==> config.mk <==
export PLATFORM = sky130hd
export DESIGN_NAME = sinc4_decim
export DESIGN_NICKNAME = d
export VERILOG_FILES = /design/src/rtl/sinc4_pkg.sv /design/src/rtl/sinc4_integ.sv /design/src/rtl/sinc4_comb.sv /design/src/rtl/sinc4_scale.sv /design/src/rtl/sinc4_ctrl.sv /design/src/rtl/sinc4_decim.sv
export SDC_FILE = /design/constraint.sdc
export NUM_CORES = 1
export LEC_CHECK = 0
export BUFFER_PORTS_ARGS = -buffer_cell sky130_fd_sc_hd__buf_2
export CORE_MARGIN = 2
export CORE_UTILIZATION = 35
export CTS_BUF_LIST = sky130_fd_sc_hd__clkbuf_4
export CTS_CLUSTER_SIZE = 10
export DETAILED_ROUTE_END_ITERATION = 16
export PLACE_DENSITY_LB_ADDON = 0.08
export SLEW_MARGIN = 20
export SYNTH_ARGS = -nofsm -noshare
export SYNTH_HDL_FRONTEND = slang
export SYNTH_SLANG_ARGS = --single-unit
==> constraint.sdc <==
create_clock -name clk -period 11.47 [get_ports clk]
set_input_delay 1.7205 -clock clk [delete_from_list [all_inputs] [get_ports clk]]
set_output_delay 1.7205 -clock clk [all_outputs]
set_load 0.02 [all_outputs]
==> src/rtl/sinc4_pkg.sv <==
package sinc4_pkg;

  // Conversion controller state.
  typedef enum logic {
    CONV_IDLE = 1'b0,
    CONV_RUN  = 1'b1
  } conv_state_e;

  // Accumulator width that holds the full filter gain plus sign and guard.
  function automatic int unsigned sinc_acc_width(int unsigned order, int unsigned log2r);
    return order * log2r + 2;
  endfunction

endpackage

==> src/rtl/sinc4_integ.sv <==
// Cascade of running-sum stages at modulator rate; wraparound arithmetic.
module sinc4_integ #(
  parameter int unsigned ORDER = 4,
  parameter int unsigned ACC_W = 34
) (
  input  logic                    clk,
  input  logic                    rst_n,
  input  logic                    clr,
  input  logic                    en,
  input  logic                    bit_in,
  output logic signed [ACC_W-1:0] tap
);

  localparam logic signed [ACC_W-1:0] PLUS_ONE  = {{(ACC_W-1){1'b0}}, 1'b1};
  localparam logic signed [ACC_W-1:0] MINUS_ONE = {ACC_W{1'b1}};

  logic signed [ACC_W-1:0] acc  [ORDER];
  logic signed [ACC_W-1:0] feed [ORDER];

  for (genvar g = 0; g < ORDER; g++) begin : g_stage
    logic signed [ACC_W-1:0] sum_q;

    always_ff @(posedge clk or negedge rst_n) begin
      if (!rst_n) begin
        sum_q <= '0;
      end else if (clr) begin
        sum_q <= '0;
      end else if (en) begin
        sum_q <= sum_q + feed[g];
      end
    end

    assign acc[g] = sum_q;

    if (g == 0) begin : g_first
      assign feed[g] = bit_in ? PLUS_ONE : MINUS_ONE;
    end else begin : g_next
      assign feed[g] = acc[g-1];
    end
  end

  // Value the last stage takes after the current update, so the window
  // lines up with the first sample of a conversion.
  assign tap = acc[ORDER-1] + feed[ORDER-1];

endmodule

==> src/rtl/sinc4_comb.sv <==
// Cascade of difference stages at the decimated rate.
module sinc4_comb #(
  parameter int unsigned ORDER = 4,
  parameter int unsigned ACC_W = 34
) (
  input  logic                    clk,
  input  logic                    rst_n,
  input  logic                    clr,
  input  logic                    load,
  input  logic signed [ACC_W-1:0] din,
  output logic signed [ACC_W-1:0] dout
);

  logic signed [ACC_W-1:0] stage_in  [ORDER];
  logic signed [ACC_W-1:0] stage_out [ORDER];

  for (genvar g = 0; g < ORDER; g++) begin : g_stage
    logic signed [ACC_W-1:0] dly_q;

    if (g == 0) begin : g_first
      assign stage_in[g] = din;
    end else begin : g_next
      assign stage_in[g] = stage_out[g-1];
    end

    assign stage_out[g] = stage_in[g] - dly_q;

    always_ff @(posedge clk or negedge rst_n) begin
      if (!rst_n) begin
        dly_q <= '0;
      end else if (clr) begin
        dly_q <= '0;
      end else if (load) begin
        dly_q <= stage_in[g];
      end
    end
  end

  assign dout = stage_out[ORDER-1];

endmodule

==> src/rtl/sinc4_scale.sv <==
// Scale the filter output to the word width (floor), then clamp.
module sinc4_scale #(
  parameter int unsigned ACC_W = 34,
  parameter int unsigned OUT_W = 24,
  parameter int unsigned FRAC  = 32
) (
  input  logic signed [ACC_W-1:0] din,
  output logic        [OUT_W-1:0] dout
);

  localparam int SHIFT = int'(FRAC) - int'(OUT_W) + 1;
  localparam logic signed [ACC_W-1:0] MAX_CODE =
    {{(ACC_W-OUT_W+1){1'b0}}, {(OUT_W-1){1'b1}}};
  localparam logic signed [ACC_W-1:0] MIN_CODE =
    {{(ACC_W-OUT_W+1){1'b1}}, {(OUT_W-1){1'b0}}};

  logic signed [ACC_W-1:0] scaled;

  if (SHIFT >= 0) begin : g_down
    assign scaled = din >>> SHIFT;
  end else begin : g_up
    assign scaled = din <<< (-SHIFT);
  end

  always_comb begin
    if (scaled > MAX_CODE) begin
      dout = MAX_CODE[OUT_W-1:0];
    end else if (scaled < MIN_CODE) begin
      dout = MIN_CODE[OUT_W-1:0];
    end else begin
      dout = scaled[OUT_W-1:0];
    end
  end

endmodule

==> src/rtl/sinc4_ctrl.sv <==
// Conversion sequencing: sample count, priming count, mode handling.
module sinc4_ctrl
  import sinc4_pkg::*;
#(
  parameter int unsigned DECIM = 256,
  parameter int unsigned ORDER = 4
) (
  input  logic clk,
  input  logic rst_n,
  input  logic mod_en,
  input  logic cont_mode,
  input  logic start,
  output logic busy,
  output logic step,
  output logic boundary,
  output logic emit,
  output logic state_clr
);

  localparam int unsigned CNT_W = $clog2(DECIM);
  localparam int unsigned PER_W = $clog2(ORDER + 1);
  localparam logic [CNT_W-1:0] CNT_LAST  = CNT_W'(DECIM - 1);
  localparam logic [PER_W-1:0] PER_FULL  = PER_W'(ORDER);
  localparam logic [PER_W-1:0] PER_PRIME = PER_W'(ORDER - 1);

  conv_state_e      state_q;
  logic [CNT_W-1:0] cnt_q;
  logic [PER_W-1:0] per_q;
  logic             finish;
  logic             accept;

  assign busy      = (state_q == CONV_RUN);
  assign step      = busy && mod_en;
  assign boundary  = step && (cnt_q == CNT_LAST);
  assign emit      = boundary && (per_q >= PER_PRIME);
  assign finish    = emit && !cont_mode;
  assign accept    = start && (!busy || finish);
  assign state_clr = accept || finish;

  always_ff @(posedge clk or negedge rst_n) begin
    if (!rst_n) begin
      state_q <= CONV_IDLE;
      cnt_q   <= '0;
      per_q   <= '0;
    end else if (accept) begin
      state_q <= CONV_RUN;
      cnt_q   <= '0;
      per_q   <= '0;
    end else if (finish) begin
      state_q <= CONV_IDLE;
      cnt_q   <= '0;
      per_q   <= '0;
    end else if (step) begin
      cnt_q <= cnt_q + 1'b1;
      if (boundary && (per_q != PER_FULL)) begin
        per_q <= per_q + 1'b1;
      end
    end
  end

endmodule

==> src/rtl/sinc4_decim.sv <==
module sinc4_decim
  import sinc4_pkg::*;
#(
  parameter int unsigned DECIM = 256,
  parameter int unsigned OUT_W = 24
) (
  input  logic             clk,
  input  logic             rst_n,
  input  logic             mod_bit,
  input  logic             mod_en,
  input  logic             cont_mode,
  input  logic             start,
  output logic [OUT_W-1:0] result,
  output logic             result_valid
);

  localparam int unsigned ORDER = 4;
  localparam int unsigned LOG2R = $clog2(DECIM);
  localparam int unsigned FRAC  = ORDER * LOG2R;
  localparam int unsigned ACC_W = sinc_acc_width(ORDER, LOG2R);

  logic                    busy;
  logic                    step;
  logic                    boundary;
  logic                    emit;
  logic                    state_clr;
  logic signed [ACC_W-1:0] integ_tap;
  logic signed [ACC_W-1:0] comb_out;
  logic        [OUT_W-1:0] sat_word;

  sinc4_ctrl #(
    .DECIM (DECIM),
    .ORDER (ORDER)
  ) u_ctrl (
    .clk       (clk),
    .rst_n     (rst_n),
    .mod_en    (mod_en),
    .cont_mode (cont_mode),
    .start     (start),
    .busy      (busy),
    .step      (step),
    .boundary  (boundary),
    .emit      (emit),
    .state_clr (state_clr)
  );

  sinc4_integ #(
    .ORDER (ORDER),
    .ACC_W (ACC_W)
  ) u_integ (
    .clk    (clk),
    .rst_n  (rst_n),
    .clr    (state_clr),
    .en     (step),
    .bit_in (mod_bit),
    .tap    (integ_tap)
  );

  sinc4_comb #(
    .ORDER (ORDER),
    .ACC_W (ACC_W)
  ) u_comb (
    .clk   (clk),
    .rst_n (rst_n),
    .clr   (state_clr),
    .load  (boundary),
    .din   (integ_tap),
    .dout  (comb_out)
  );

  sinc4_scale #(
    .ACC_W (ACC_W),
    .OUT_W (OUT_W),
    .FRAC  (FRAC)
  ) u_scale (
    .din  (comb_out),
    .dout (sat_word)
  );

  always_ff @(posedge clk or negedge rst_n) begin
    if (!rst_n) begin
      result       <= '0;
      result_valid <= 1'b0;
    end else begin
      result_valid <= emit;
      if (emit) begin
        result <= sat_word;
      end
    end
  end

endmodule

==> impl_metrics.tcl <==
set metrics [dict create \
    ios 31 \
    synth_seq_cells 309 \
    first_global_vias 20300 \
    hp-class "flip-flop to flip-flop" \
    fmax_mhz 95.7 \
    dieArea_sq_um 71300 \
    synth.top_cell.area_share 0.319 \
    holdWs_ns 0.475 \
    remaining_drc_errors 0 \
    synth_edf_count 0 \
    layout_min_cycle_time_ns 10.45 \
    antenna_found_initial 2 \
    grt_use_total 0.165 \
    setup_viol 0 \
    port_buffers 30 \
    dpl_cell_area_sq_um 25400 \
    cpMostUsedCell "a21o_1" \
    fin_nets 3258 \
    place_congestion 0.827 \
    htree_levels 3 \
    clockBufferDepth 3 \
    yosysSeqAreaShare 0.319 \
    cts_inserted_buffers 93 \
    final_cell_mix "425 x nand2_1, 321 x a21oi_1, 309 x dfrtp_1" \
    clk_pin_slew_ns 0.07 \
    dp_cells 3814 \
    cts_tree "done" \
    slowest_stage "or3b_2" \
    worst_pin_slew_ns 1.00 \
    status "complete, no violations" \
    core_sq_um 68600 \
    cap_viol_max_count 0 \
    synth.distinct_cells 92 \
    synth_area_sq_um 24200 \
    min_period_over_period 0.911 \
    areaGrowthSynthToFinish_pct 9.87 \
    drt-initial-drc-count 833 \
    dpl.hpwl_microns 40900 \
    syn_avg_cell_area_sq_um 8.29 \
    insertion_delay_ns 0.85 \
    ant_nets 0 \
    slew_headroom 0.332 \
    maxSlewViolCount 0 \
    cp-end-kind "flip-flop" \
    stdcell_area_sq_um 26600 \
    initial_core_util 0.353 \
    first_pass_iters 5 \
    viasPerCell 5.00 \
    grt_start_max_net_pins 141 \
    grt.overflow.total 0 \
    finalNonFillerCells 3982 \
    die_y_microns 267 \
    cp-start-kind "flip-flop" \
    synth_warnings 0 \
    cts.sinks 309 \
    final_common_cell "nand2_1" \
    path_class "flip-flop to flip-flop" \
    arrival_ns 11.18 \
    required_ns 12.20 \
    die_w_microns 267 \
    worst-r2r-setup-slack_ns 1.02 \
    hold_viol 0 \
    cpPeakStageDelay_ns 0.45 \
    cp_max_fo 6 \
    clock_skew_ns 0.0644 \
    wl_per_cell_microns 14.5 \
    synthArstFlopShare 1.00 \
    clock-root-buffer "clkbuf_4" \
    netlist_top_cells_area "dfrtp_1 32%, ha_1 14%, a21oi_1 6.7%, nand2_1 6.6%, xnor2_1 5.0%" \
    synth-main-ff-cell "dfrtp_1" \
    rsz0062_at_grt "false" \
    synth_cells 2921 \
    setup_tns_ns 0 \
    grt_pass1_wl_microns 98100 \
    synth_top_area_cell "dfrtp_1" \
    wirelength_microns 57700 \
    synthesis.nets 3200 \
    drive_gt1_frac 0.0797 \
    placementRows 96 \
    dr_total_vias 19900 \
]
[final timing paths]
path | startpoint | end | cells past startpoint
min in group asynchronous | rst_n | u_comb.g_stage[3].dly_q[2]$_DFFE_PN0P_ | 1
min reg2reg | result[18]$_DFFE_PN0P_ | result[18]$_DFFE_PN0P_ | 2
max reg2reg | u_integ.g_stage[2].sum_q[0]$_DFFE_PN0P_ | result[3]$_DFFE_PN0P_ | 52
min | result[18]$_DFFE_PN0P_ | result[18]$_DFFE_PN0P_ | 2
max | u_integ.g_stage[2].sum_q[0]$_DFFE_PN0P_ | result[3]$_DFFE_PN0P_ | 52
max in group asynchronous | rst_n | u_integ.g_stage[1].sum_q[13]$_DFFE_PN0P_ | 3
[registers in the layout, summed over array words and instances, names as in the netlist]
name,count
u_ctrl.cnt_q,8
u_integ.g_stage.sum_q,136
result,24
u_ctrl.busy,1
result_valid,1
u_ctrl.per_q,3
u_comb.g_stage.dly_q,136
[final cells by class]
class,instances,area (sq um)
fill,7064,42000
multi-input combinational,2307,15400
sequential,309,7730
tap,931,1160
clock buffer,135,1010
inverter,220,826
timing repair buffer,48,312
clock inverter,29,150
antenna,3,7.51
[critical path, delay by kind of cell (launching register included)]
family,cells,cell delay (ns)
AO/OA/AOI/OAI,30,5.16
buffers and inverters,3,0.41
adder cells (fa/ha/maj),6,1.79
flip-flops,1,0.41
XOR/XNOR,3,0.57
AND/OR/NAND/NOR,10,1.97
[synth_stat cells (11+ instances only)]
cell type  instances
a211oi_1          33
a21boi_0          17
a21o_1           116
a21oi_1          322
a22o_1            43
a31oi_1           16
and2_1            12
and3_1            26
buf_1             11
clkbuf_1          67
dfrtp_1          309
ha_1             266
inv_1            220
nand2_1          425
nand2b_1          32
nand3_1           39
nand4_1           19
nor2_1           192
nor2b_1           31
nor3_1            29
o21a_1            34
o21ai_0          188
o21ai_1           30
o21bai_1          40
o31ai_1           19
xnor2_1          138
xor2_1            80
[metal layers]
layer / GRT usage / up-vias / share of wire
met2: 0.291 / 254 / 0.47
met1: 0.199 / 9077 / 0.46
met3: 0.0282 / 137 / 0.028
li1: - / 10500 / -
met5: 0 / - / 0
met4: 0.0671 / 0 / 0.037
[logic make-up (layout without fill, tap and decap cells)]
family	Yosys count	after routing	share of synthesized area
adder cells (fa/ha/maj)	273	273	0.143
AO/OA/AOI/OAI	948	948	0.248
AND/OR/NAND/NOR	855	855	0.156
XOR/XNOR	221	221	0.0812
flip-flops	309	309	0.319
other	0	3	0
buffers and inverters	305	432	0.0490
multiplexers	10	10	0.00418
[per-stage QoR]
step                setup slack [ns]  utilization
global placement               0.633        0.370
floorplan                       1.59            -
detailed placement             0.511        0.370
CTS                            0.396        0.387
finish                          1.02        0.388
global route                  0.0120        0.388
[repair_timing]
item | in CTS | in global routing
resized for setup | 0 | 15
endpoints found under the hold margin | 0 | 0
setup buffers | 0 | 1
endpoints found under the setup margin | 0 | 24
hold buffers | 0 | 0
Power is not shown: default switching activity piles up to over one toggle a cycle in this logic, so the estimate is an artifact.
